`config.mk`:
```
export PLATFORM = sky130hd
export DESIGN_NAME = alu8_flags_unit
export DESIGN_NICKNAME = d
export VERILOG_FILES = /design/src/rtl/alu8_pkg.sv /design/src/rtl/alu8_arith.sv /design/src/rtl/alu8_rotate.sv /design/src/rtl/alu8_decadj.sv /design/src/rtl/alu8_flags_unit.sv
export SDC_FILE = /design/constraint.sdc
export NUM_CORES = 1
export LEC_CHECK = 0
export BUFFER_PORTS_ARGS = -buffer_cell sky130_fd_sc_hd__buf_2
export CAP_MARGIN = 10
export CORE_MARGIN = 2
export CORE_UTILIZATION = 51
export DETAILED_ROUTE_END_ITERATION = 16
export GPL_TIMING_DRIVEN = 0
export PLACE_DENSITY = 0.78
export SETUP_SLACK_MARGIN = 0.5
export SKIP_LAST_GASP = 1
export SLEW_MARGIN = 0
export SYNTH_ARGS = -nofsm -noshare
export SYNTH_HDL_FRONTEND = slang
export SYNTH_SLANG_ARGS = --single-unit
export TNS_END_PERCENT = 100
```
`constraint.sdc`:
```
create_clock -name clk -period 5.25 [get_ports clk]
set_input_delay 1.05 -clock clk [delete_from_list [all_inputs] [get_ports clk]]
set_output_delay 1.05 -clock clk [all_outputs]
set_load 0.01 [all_outputs]
```
`src/rtl/alu8_pkg.sv`:
```
`timescale 1ns/1ps
package alu8_pkg;
  localparam int unsigned DATA_W = 8;
  localparam int unsigned NIB_W  = DATA_W / 2;
  localparam int unsigned OP_W   = 5;

  // packed flag byte bit positions
  localparam int unsigned FB_CY = 0;
  localparam int unsigned FB_P  = 2;
  localparam int unsigned FB_AC = 4;
  localparam int unsigned FB_Z  = 6;
  localparam int unsigned FB_S  = 7;
  localparam logic [7:0] FLAG_KEEP  = 8'hD5;
  localparam logic [7:0] FLAG_FIXED = 8'h02;

  typedef enum logic [OP_W-1:0] {
    OP_ADD = 5'd0,  OP_ADC = 5'd1,  OP_SUB = 5'd2,  OP_SBB = 5'd3,
    OP_AND = 5'd4,  OP_OR  = 5'd5,  OP_XOR = 5'd6,  OP_CMP = 5'd7,
    OP_INC = 5'd8,  OP_DEC = 5'd9,  OP_RLC = 5'd10, OP_RRC = 5'd11,
    OP_RAL = 5'd12, OP_RAR = 5'd13, OP_CMA = 5'd14, OP_CMC = 5'd15,
    OP_STC = 5'd16, OP_DAA = 5'd17
  } op_e;

  typedef struct packed {
    logic s;
    logic z;
    logic ac;
    logic p;
    logic cy;
  } flags_t;
endpackage

```
`src/rtl/alu8_arith.sv`:
```
`timescale 1ns/1ps
module alu8_arith #(
  parameter int unsigned W  = 8,
  parameter int unsigned NW = W / 2
) (
  input  logic [W-1:0] a,
  input  logic [W-1:0] b,
  input  logic         cin,
  input  logic         sub,
  output logic [W-1:0] res,
  output logic         cy,
  output logic         ac
);
  logic [W-1:0] b_eff;
  logic         c_eff;
  logic [W:0]   full;
  logic [NW:0]  low;

  always_comb begin
    // subtraction as a + ~b + ~cin, borrow is the inverted carry
    b_eff = sub ? ~b : b;
    c_eff = sub ? ~cin : cin;
    full  = {1'b0, a} + {1'b0, b_eff} + {{W{1'b0}}, c_eff};
    low   = {1'b0, a[NW-1:0]} + {1'b0, b_eff[NW-1:0]} + {{NW{1'b0}}, c_eff};
    res   = full[W-1:0];
    cy    = full[W] ^ sub;
    ac    = low[NW] ^ sub;
  end
endmodule

```
`src/rtl/alu8_rotate.sv`:
```
`timescale 1ns/1ps
module alu8_rotate #(
  parameter int unsigned W = 8
) (
  input  logic [W-1:0] a,
  input  logic         cin,
  input  logic [1:0]   sel,   // 0 left, 1 right, 2 left via carry, 3 right via carry
  output logic [W-1:0] res,
  output logic         cy
);
  logic through;
  logic fill_l, fill_r;

  always_comb begin
    through = sel[1];
    fill_l  = through ? cin : a[W-1];
    fill_r  = through ? cin : a[0];
    if (sel[0]) begin
      res = {fill_r, a[W-1:1]};
      cy  = a[0];
    end else begin
      res = {a[W-2:0], fill_l};
      cy  = a[W-1];
    end
  end
endmodule

```
`src/rtl/alu8_decadj.sv`:
```
`timescale 1ns/1ps
module alu8_decadj
  import alu8_pkg::*;
(
  input  logic [DATA_W-1:0] a,
  input  logic              ac_in,
  input  logic              cy_in,
  output logic [DATA_W-1:0] res,
  output logic              ac_out,
  output logic              cy_out
);
  localparam logic [NIB_W-1:0] NINE = NIB_W'(9);
  localparam logic [DATA_W:0]  LO_FIX = (DATA_W+1)'(6);
  localparam logic [DATA_W:0]  HI_FIX = (DATA_W+1)'(6) << NIB_W;

  logic            lo_adj, hi_adj;
  logic [DATA_W:0] stage1;
  logic [NIB_W:0]  lo_sum;

  always_comb begin
    lo_adj = (a[NIB_W-1:0] > NINE) || ac_in;
    stage1 = {1'b0, a} + (lo_adj ? LO_FIX : '0);
    lo_sum = {1'b0, a[NIB_W-1:0]} + (lo_adj ? (NIB_W+1)'(6) : '0);
    hi_adj = (stage1[DATA_W-1:NIB_W] > NINE) || stage1[DATA_W] || cy_in;
    res    = stage1[DATA_W-1:0] + (hi_adj ? HI_FIX[DATA_W-1:0] : '0);
    ac_out = lo_sum[NIB_W];
    cy_out = hi_adj;
  end
endmodule

```
`src/rtl/alu8_flags_unit.sv`:
```
`timescale 1ns/1ps
module alu8_flags_unit
  import alu8_pkg::*;
(
  input  logic              clk,
  input  logic              rst_n,
  input  logic              op_valid,
  input  logic [OP_W-1:0]   op_code,
  input  logic [DATA_W-1:0] acc_in,
  input  logic [DATA_W-1:0] opnd_in,
  input  logic              flag_load,
  input  logic [7:0]        flag_load_val,
  output logic [DATA_W-1:0] result,
  output logic              acc_we,
  output logic [7:0]        flags
);
  localparam logic [7:0] RESET_FLAGS = FLAG_FIXED;

  logic [7:0]        flags_q;
  flags_t            cur, nxt;
  op_e               op;

  logic [DATA_W-1:0] ar_b, ar_res, rot_res, daa_res, res_c;
  logic              ar_cin, ar_sub, ar_cy, ar_ac;
  logic              rot_cy, daa_ac, daa_cy;
  logic [1:0]        rot_sel;
  logic              we_c, set_szp;

  assign op = op_e'(op_code);
  assign cur.s  = flags_q[FB_S];
  assign cur.z  = flags_q[FB_Z];
  assign cur.ac = flags_q[FB_AC];
  assign cur.p  = flags_q[FB_P];
  assign cur.cy = flags_q[FB_CY];

  // operand steering for the shared adder
  always_comb begin
    ar_b   = opnd_in;
    ar_cin = 1'b0;
    ar_sub = 1'b0;
    unique case (op)
      OP_ADC:         ar_cin = cur.cy;
      OP_SUB, OP_CMP: ar_sub = 1'b1;
      OP_SBB: begin ar_sub = 1'b1; ar_cin = cur.cy; end
      OP_INC: begin ar_b = '0; ar_cin = 1'b1; end
      OP_DEC: begin ar_b = '0; ar_cin = 1'b1; ar_sub = 1'b1; end
      default: ;
    endcase
    rot_sel = op_code[1:0] - 2'd2;   // codes 10..13 map to 0..3
  end

  alu8_arith #(.W(DATA_W), .NW(NIB_W)) u_arith (
    .a(acc_in), .b(ar_b), .cin(ar_cin), .sub(ar_sub),
    .res(ar_res), .cy(ar_cy), .ac(ar_ac)
  );

  alu8_rotate #(.W(DATA_W)) u_rot (
    .a(acc_in), .cin(cur.cy), .sel(rot_sel), .res(rot_res), .cy(rot_cy)
  );

  alu8_decadj u_daa (
    .a(acc_in), .ac_in(cur.ac), .cy_in(cur.cy),
    .res(daa_res), .ac_out(daa_ac), .cy_out(daa_cy)
  );

  // per-class result and flag rules
  logic [DATA_W-1:0] szp_src;
  always_comb begin
    res_c   = acc_in;
    we_c    = 1'b0;
    nxt     = cur;
    set_szp = 1'b0;
    szp_src = ar_res;
    unique case (op)
      OP_ADD, OP_ADC, OP_SUB, OP_SBB: begin
        res_c = ar_res; we_c = 1'b1;
        nxt.cy = ar_cy; nxt.ac = ar_ac; set_szp = 1'b1;
      end
      OP_CMP: begin
        nxt.cy = ar_cy; nxt.ac = ar_ac; set_szp = 1'b1;
      end
      OP_AND, OP_OR, OP_XOR: begin
        res_c = (op == OP_AND) ? (acc_in & opnd_in) :
                (op == OP_OR)  ? (acc_in | opnd_in) : (acc_in ^ opnd_in);
        we_c = 1'b1; nxt.cy = 1'b0; nxt.ac = 1'b0;
        set_szp = 1'b1; szp_src = res_c;
      end
      OP_INC, OP_DEC: begin
        res_c = ar_res; we_c = 1'b1; nxt.ac = ar_ac; set_szp = 1'b1;
      end
      OP_RLC, OP_RRC, OP_RAL, OP_RAR: begin
        res_c = rot_res; we_c = 1'b1; nxt.cy = rot_cy;
      end
      OP_CMA: begin
        res_c = ~acc_in; we_c = 1'b1;
      end
      OP_CMC: nxt.cy = ~cur.cy;
      OP_STC: nxt.cy = 1'b1;
      OP_DAA: begin
        res_c = daa_res; we_c = 1'b1; nxt.ac = daa_ac; nxt.cy = daa_cy;
        set_szp = 1'b1; szp_src = daa_res;
      end
      default: ;
    endcase
    if (set_szp) begin
      nxt.s = szp_src[DATA_W-1];
      nxt.z = ~|szp_src;
      nxt.p = ~^szp_src;
    end
  end

  always_ff @(posedge clk or negedge rst_n) begin
    if (!rst_n)
      flags_q <= RESET_FLAGS;
    else if (flag_load)
      flags_q <= (flag_load_val & FLAG_KEEP) | FLAG_FIXED;
    else if (op_valid)
      flags_q <= {nxt.s, nxt.z, 1'b0, nxt.ac, 1'b0, nxt.p, 1'b1, nxt.cy};
  end

  assign result = res_c;
  assign acc_we = op_valid & we_c;
  assign flags  = flags_q;
endmodule

```
==> flow_summary.ini, run 1 <==
[floorplanning]
dieArea_um2 = 5055
fp.dieW_um = 71.10
core_area_um2 = 4354
die_height_um = 71.10
start_util_pct = 52.73
rows = 24
ios = 50

[global_routing]
gr-total-overflow = 0
grt_use_met2_pct = 46.83
grt_max_degree = 11
grt_util_met1_pct = 37.01
antenna_found_initial = 0
first_global_vias = 2536
grt_busiest_layer = met2
met3_usage_pct = 1.994
track_usage_pct = 27.51
grt_pass1_wl_mm = 11.39

[worst_setup_path]
cp_data_required_time_ns = 4.20
worstPathCellList = buf_8, buf_8, o21ai_2, nand2_1, ha_2, inv_2, fa_2, and3b_4, nand3_2, o311a_1, or3_4, ha_4, fa_2, xor2_2, xnor2_1, o22ai_2, nor2_1, a31oi_2, buf_2
critPathMaxFanout = 3
regToRegStartpoint = flags[4]$_DFFE_PN0P_
end_kind = output pin
cpMaxStageDelayCell = or3_4
r2r_setup_slack_ns = 0.73
cp.arrival_ns = 4.30
reg2reg_to = flags[2]$_DFFE_PN0P_
crit_type = input pin to output pin
worst_r2r_path_depth = 23
max_stage_delay_ns = 0.36
worstSetupStartpointType = input pin

[sta]
slew_headroom_pct = 11.86
rsz0062_at_grt = yes
skew_ns = 0.0005181
worstMarginPinSlew_ns = 1.314
fin_setup_tns_ns = -0.09947
setup_violations = 1
clock.fmax_mhz = 186.9
hold_viol_final = 0
period_minus_slack_ns = 5.349
post-route-period-util_pct = 101.9
finalWorstSetupSlack_ns = -0.09947
finalMaxSlewViolations = 0

[synthesis]
synth_top_area_cell = ha_1
ys_seq_elements = 5
syn_area_per_cell_um2 = 7.220
synth_top_area_share_pct = 16.35
syn-cell-area_um2 = 2296
async_flop_share_pct = 100.0
yosysMostFrequentCell = a21oi_1
netlist_top_cells_area = ha_1 (16%), a21oi_1 (7.0%), xnor2_1 (6.9%), dfrtp_1 (5.4%), mux2i_1 (4.4%)
synthFlopType = dfrtp_1
ys_types = 58
yosys_warnings = 0
syn_inst = 318
yosysSeqAreaShare_pct = 5.450
synth_edf_count = 0
synth_common_cells = a21oi_1 (32), ha_1 (30), nand2_1 (26)

[cts]
clk_pin_slew_ns = 0.03
cts_buffer_depth = 2
clkLatencyLatePin_ns = 0.22
cts_tree = yes
htreeDepth = 1
numCtsBuffers = 3
cts_sinks = 5
cts_root_buffer = clkbuf_8

[routing]
vias = 2722
postRouteAntennaNets = 0
routed_wl_mm = 7.611
via_per_inst = 6.229
routedWlPerCell_um = 17.42
route.detailed.drc = 0
drt_first_iter_violations = 355
first_pass_iters = 6

[final_layout]
syn_to_final_growth_pct = 34.88
drive_gt1_share_pct = 34.55
antenna_cells = 0
instances_no_fill = 437
largest_reg_flops = 5
nNetsFinal = 453

[job]
maxCapViolCount = 0

[power]
ir_drop_uv = 98.42
p_per_area_nw_per_um2 = 182.9
leakagePower_uw = 0.001431

[placement]
hpwl_mm = 5.118
dp.cells = 412
portBuffers = 41
globalplace.congestion = 0.9478

[min_path]
worstHoldStart = flags[7]$_DFFE_PN0P_
hold_depth = 2
holdPathEnd = flags[7]$_DFFE_PN0P_
holdCritPathClass = register to register

[outcome]
status = finished, violations left
violations = negative setup slack
-- report_power, final --
part           switching, uW  internal [uW]
Sequential              7.01           44.5
Combinational            236            209
Clock                   17.2           52.0
-- worst max-delay path: cells and delay by family --
kind            cells  cell delay (ns)
compound gates      4             0.42
buf+inv             4             0.36
fa+ha+maj           4             1.06
xor+xnor            2             0.40
simple gates        5             0.99
-- cell families after synthesis --
family          share of synthesized area, %
xor+xnor                               9.155
compound gates                         28.50
simple gates                           19.35
other cells                           0.3271
mux                                    4.850
fa+ha+maj                              19.84
flops                                  5.450
buf+inv                                12.53
-- repair_timing --
item | in CTS | in global routing
gates resized for setup | 25 | 47
hold buffers | 0 | 0
buffers inserted | 10 | 11
endpoints found under the setup margin | 8 | 7
pin swaps | 17 | 22
-- worst max-delay path by stage --
| stage | from | endpoint | slack [ns] | depth (start not counted) |
|---|---|---|---|---|
| 5_1_grt | acc_in[3] | result[7] | -0.19 | 19 |
| 3_5_place_dp | acc_in[3] | result[7] | -0.26 | 19 |
| 6_report | acc_in[3] | result[7] | -0.1 | 19 |
| 3_3_place_gp | acc_in[3] | result[7] | -0.24 | 19 |
| 2_1_floorplan | acc_in[3] | result[7] | 0.22 | 17 |
| 4_1_cts | acc_in[3] | result[7] | 0.002 | 19 |
-- routing by layer --
metal	up-vias	share of wire, %	routed length, um
li1	1266	-	-
met1	1250	40	3059
met2	164	48	3638
met3	42	7.8	597
met4	0	4.1	315
met5	-	0	0
-- metrics by stage --
step	cell area (um2)	total power, uW	hold WS, ns	utilization (%)	worst slack (ns)
after floorplan	2347	306.1	0.5514	-	0.2182
after global placement	2618	392.8	0.5093	60.11	-0.2369
after detailed placement	2618	400.7	0.5033	60.11	-0.2629
after CTS	2848	512.2	0.5389	65.40	0.001507
after global routing	3097	605.1	0.5734	71.12	-0.1881
final	3097	566.4	0.5336	71.12	-0.09947
-- final cells by class --
cell class / instances / area [um2]
buffer: 27 / 256.5
clock buffer: 4 / 45.04
fill: 369 / 1257
inverter: 25 / 93.84
multi-input combinational: 262 / 2110
sequential: 5 / 125.1
tap: 52 / 65.06
timing repair buffer: 62 / 401.6
-- cell usage in the layout, fill, tap and decap left out, drive strengths merged, types with 11 or more instances in the layout --
cell | synthesis | layout
nor2 | 26 | 26
a21oi | 32 | 32
xnor2 | 18 | 18
ha | 30 | 30
buf | 18 | 82
o21ai | 14 | 14
clkbuf | 9 | 11
nand2 | 26 | 26
a211oi | 13 | 13
inv | 25 | 25
o22ai | 12 | 12
(Power assumes the default switching activity.)
==> run 2, diff against run 1 <==
--- a/config.mk
+++ b/config.mk
@@ -8,10 +8,9 @@
 export BUFFER_PORTS_ARGS = -buffer_cell sky130_fd_sc_hd__buf_2
 export CAP_MARGIN = 10
 export CORE_MARGIN = 2
-export CORE_UTILIZATION = 51
+export CORE_UTILIZATION = 57
 export DETAILED_ROUTE_END_ITERATION = 16
-export GPL_TIMING_DRIVEN = 0
-export PLACE_DENSITY = 0.78
+export PLACE_DENSITY = 0.82
 export SETUP_SLACK_MARGIN = 0.5
 export SKIP_LAST_GASP = 1
 export SLEW_MARGIN = 0
==> constraint.sdc (replaced) <==
create_clock -name clk -period 6.01 [get_ports clk]
set_input_delay 1.202 -clock clk [delete_from_list [all_inputs] [get_ports clk]]
set_output_delay 1.202 -clock clk [all_outputs]
set_load 0.1 [all_outputs]
==> run 2 against run 1 <==
  * The run now ends clean
  * Largest cell class unchanged
  * Utilization fell by 0.98 points
  * Clock skew rose by 0.0012 ns
  * Register-to-register slack improved by 0.77 ns
  * First-iteration DRC count decreased by 25%
  * Non-clock buffer count is 30 lower
  * Power fell by 4.2%
  * Flip-flop and latch count did not move
  * Worst setup slack better by 0.49 ns
==> flow_summary.ini, run 2 (synthesized netlist as in run 1, its figures left out) <==
[sta]
slew_headroom_pct = 29.99
fin_setup_tns_ns = 0
finalMaxSlewViolations = 0
skew_ns = 0.001715
clock.fmax_mhz = 178.1
rsz0062_at_grt = yes
post-route-period-util_pct = 93.42
hold_viol_final = 0
finalWorstSetupSlack_ns = 0.3953
worstMarginPinSlew_ns = 1.050
setup_violations = 0
period_minus_slack_ns = 5.615

[power]
clkPwrFrac_pct = 11.3
p_total_uw = 542.7
seqPwrFrac_pct = 8.2
netSwitchingPower_uw = 303.5
p_per_area_nw_per_um2 = 196.2
ir_drop_uv = 87.47
leakagePower_uw = 0.001257
power_frac_comb_pct = 80.5
internal_power_uw = 239.2
p_sw_share_pct = 55.92

[min_path]
holdPathEnd = flags[7]$_DFFE_PN0P_
worstHoldStart = flags[7]$_DFFE_PN0P_
holdCritPathClass = register to register
hold_depth = 2

[worst_setup_path]
worst_r2r_path_depth = 22
cp.arrival_ns = 4.41
crit_type = input pin to output pin
crit_family = adder cells
reg2reg_to = flags[2]$_DFFE_PN0P_
end_kind = output pin
cpMaxStageDelayCell = or3_4
critPathMaxFanout = 3
cp_data_required_time_ns = 4.81
max_stage_delay_ns = 0.39
cp_common_cell = fa_2
worstPathCellList = buf_2, o21ai_2, nand2_1, ha_2, inv_2, fa_2, and3b_4, nand3_2, o311a_1, or3_4, ha_4, fa_2, xor2_1, xnor2_1, o22ai_2, nor2_2, a31oi_4, buf_12
r2r_setup_slack_ns = 1.50
path_buf_inv = 3
worstSetupStartpointType = input pin
regToRegStartpoint = flags[4]$_DFFE_PN0P_

[floorplanning]
fp.dieW_um = 67.47
ios = 50
dieArea_um2 = 4552
start_util_pct = 58.24
core_area_um2 = 3943
rows = 23
die_height_um = 67.47

[global_routing]
gr-total-overflow = 0
first_global_vias = 2286
grt_pass1_wl_mm = 10.40
grt_max_degree = 19
track_usage_pct = 29.47
antenna_found_initial = 0

[cts]
cts_buffer_depth = 2
cts_tree = yes
clkLatencyLatePin_ns = 0.22
cts_root_buffer = clkbuf_8
cts_hold_buf = 0
cts_sinks = 5
clk_pin_slew_ns = 0.04
htreeDepth = 1
numCtsBuffers = 3

[final_layout]
final_cell_mix = buf_2 (37), ha_1 (28), a21oi_1 (27), nand2_1 (26), inv_1 (24)
largest_reg_flops = 5
final_common_cell = buf_2
nNetsFinal = 423
syn_to_final_growth_pct = 20.44
antenna_cells = 0
drive_gt1_share_pct = 27.61

[routing]
via_per_inst = 6.237
first_pass_iters = 5
route.detailed.drc = 0
routed_wl_mm = 6.453
drt_first_iter_violations = 268
routedWlPerCell_um = 15.93
vias = 2526
postRouteAntennaNets = 0

[placement]
globalplace.congestion = 0.8912
portBuffers = 43
hpwl_mm = 4.746
post-place-ws_ns = 0.1911

[outcome]
status = finished, final reports clean

[job]
maxCapViolCount = 0
-- run 2: changes by cell type in the layout (fill, tap and decap cells not counted), moves of 3 or more --
| cell | previous run | this run |
|---|---|---|
| buf_6 | 10 | 3 |
| o21ai_1 | 5 | 1 |
| buf_8 | 6 | 0 |
| clkbuf_8 | 6 | 3 |
| xor2_2 | 3 | 0 |
| nand2_2 | 3 | 0 |
| xor2_1 | 3 | 6 |
| buf_4 | 26 | 14 |
| buf_12 | 0 | 3 |
| nand2_1 | 23 | 26 |
| o21ai_0 | 8 | 11 |
-- run 2: metrics by stage --
step / cells / utilization (%) / area (um2) / hold WS, ns
after floorplan: 319 / - / 2410 / 0.6507
after global placement: 392 / 65.63 / 2587 / 0.5081
after detailed placement: 392 / 65.63 / 2587 / 0.5279
after CTS: 403 / 68.99 / 2720 / 0.5319
after global routing: 405 / 70.14 / 2765 / 0.5573
final: 405 / 70.14 / 2765 / 0.5344
-- run 2: area by class of cell --
cell class              instances  area, um2
fillers                       328       1177
multi-input cells             262       2042
flip-flops and latches          5      125.1
repair buffers                 59      396.6
well taps                      50      62.56
clock buffers                   4      45.04
inverters                      25      93.84
-- run 2: what timing repair did --
item | CTS | global route
resized for setup | 9 | 8
setup endpoints to repair | 3 | 4
buffers inserted | 7 | 1
pin swaps | 10 | 5
-- run 2: worst min-delay path, delay by kind of cell, from the launching register on --
kind / cells / cell delay, ns
DFF: 1 / 0.33
and+or+nand+nor: 1 / 0.08
AOI/OAI and AO/OA: 1 / 0.08
-- run 2: per-layer routing --
layer / GRT usage [%] / wire (um) / up-vias
met3: 3.333 / 467 / 14
met2: 51.84 / 3195 / 125
met4: 8.163 / 102 / 0
met1: 37.66 / 2689 / 1181
met5: 0 / 0 / -
li1: - / - / 1206
-- run 2: power groups by stage --
stage | Combinational, uW | Clock (uW) | Sequential (uW)
global placement | 407 | 0 | 44.4
finish | 437 | 61.5 | 44.4
floorplan | 314 | 0 | 65.5
CTS | 426 | 61.2 | 44.3
detailed placement | 414 | 0 | 44.6
global route | 470 | 64.4 | 44.8
-- run 2: worst max path at each step --
stage	startpoint	end	slack, ns	cells past startpoint
finish	acc_in[2]	result[7]	0.40	18
global route	acc_in[2]	result[7]	0.25	18
CTS	acc_in[2]	result[7]	0.43	18
detailed placement	acc_in[1]	result[7]	0.19	18
global placement	acc_in[1]	result[7]	0.26	18
floorplan	acc_in[3]	result[7]	0.21	17
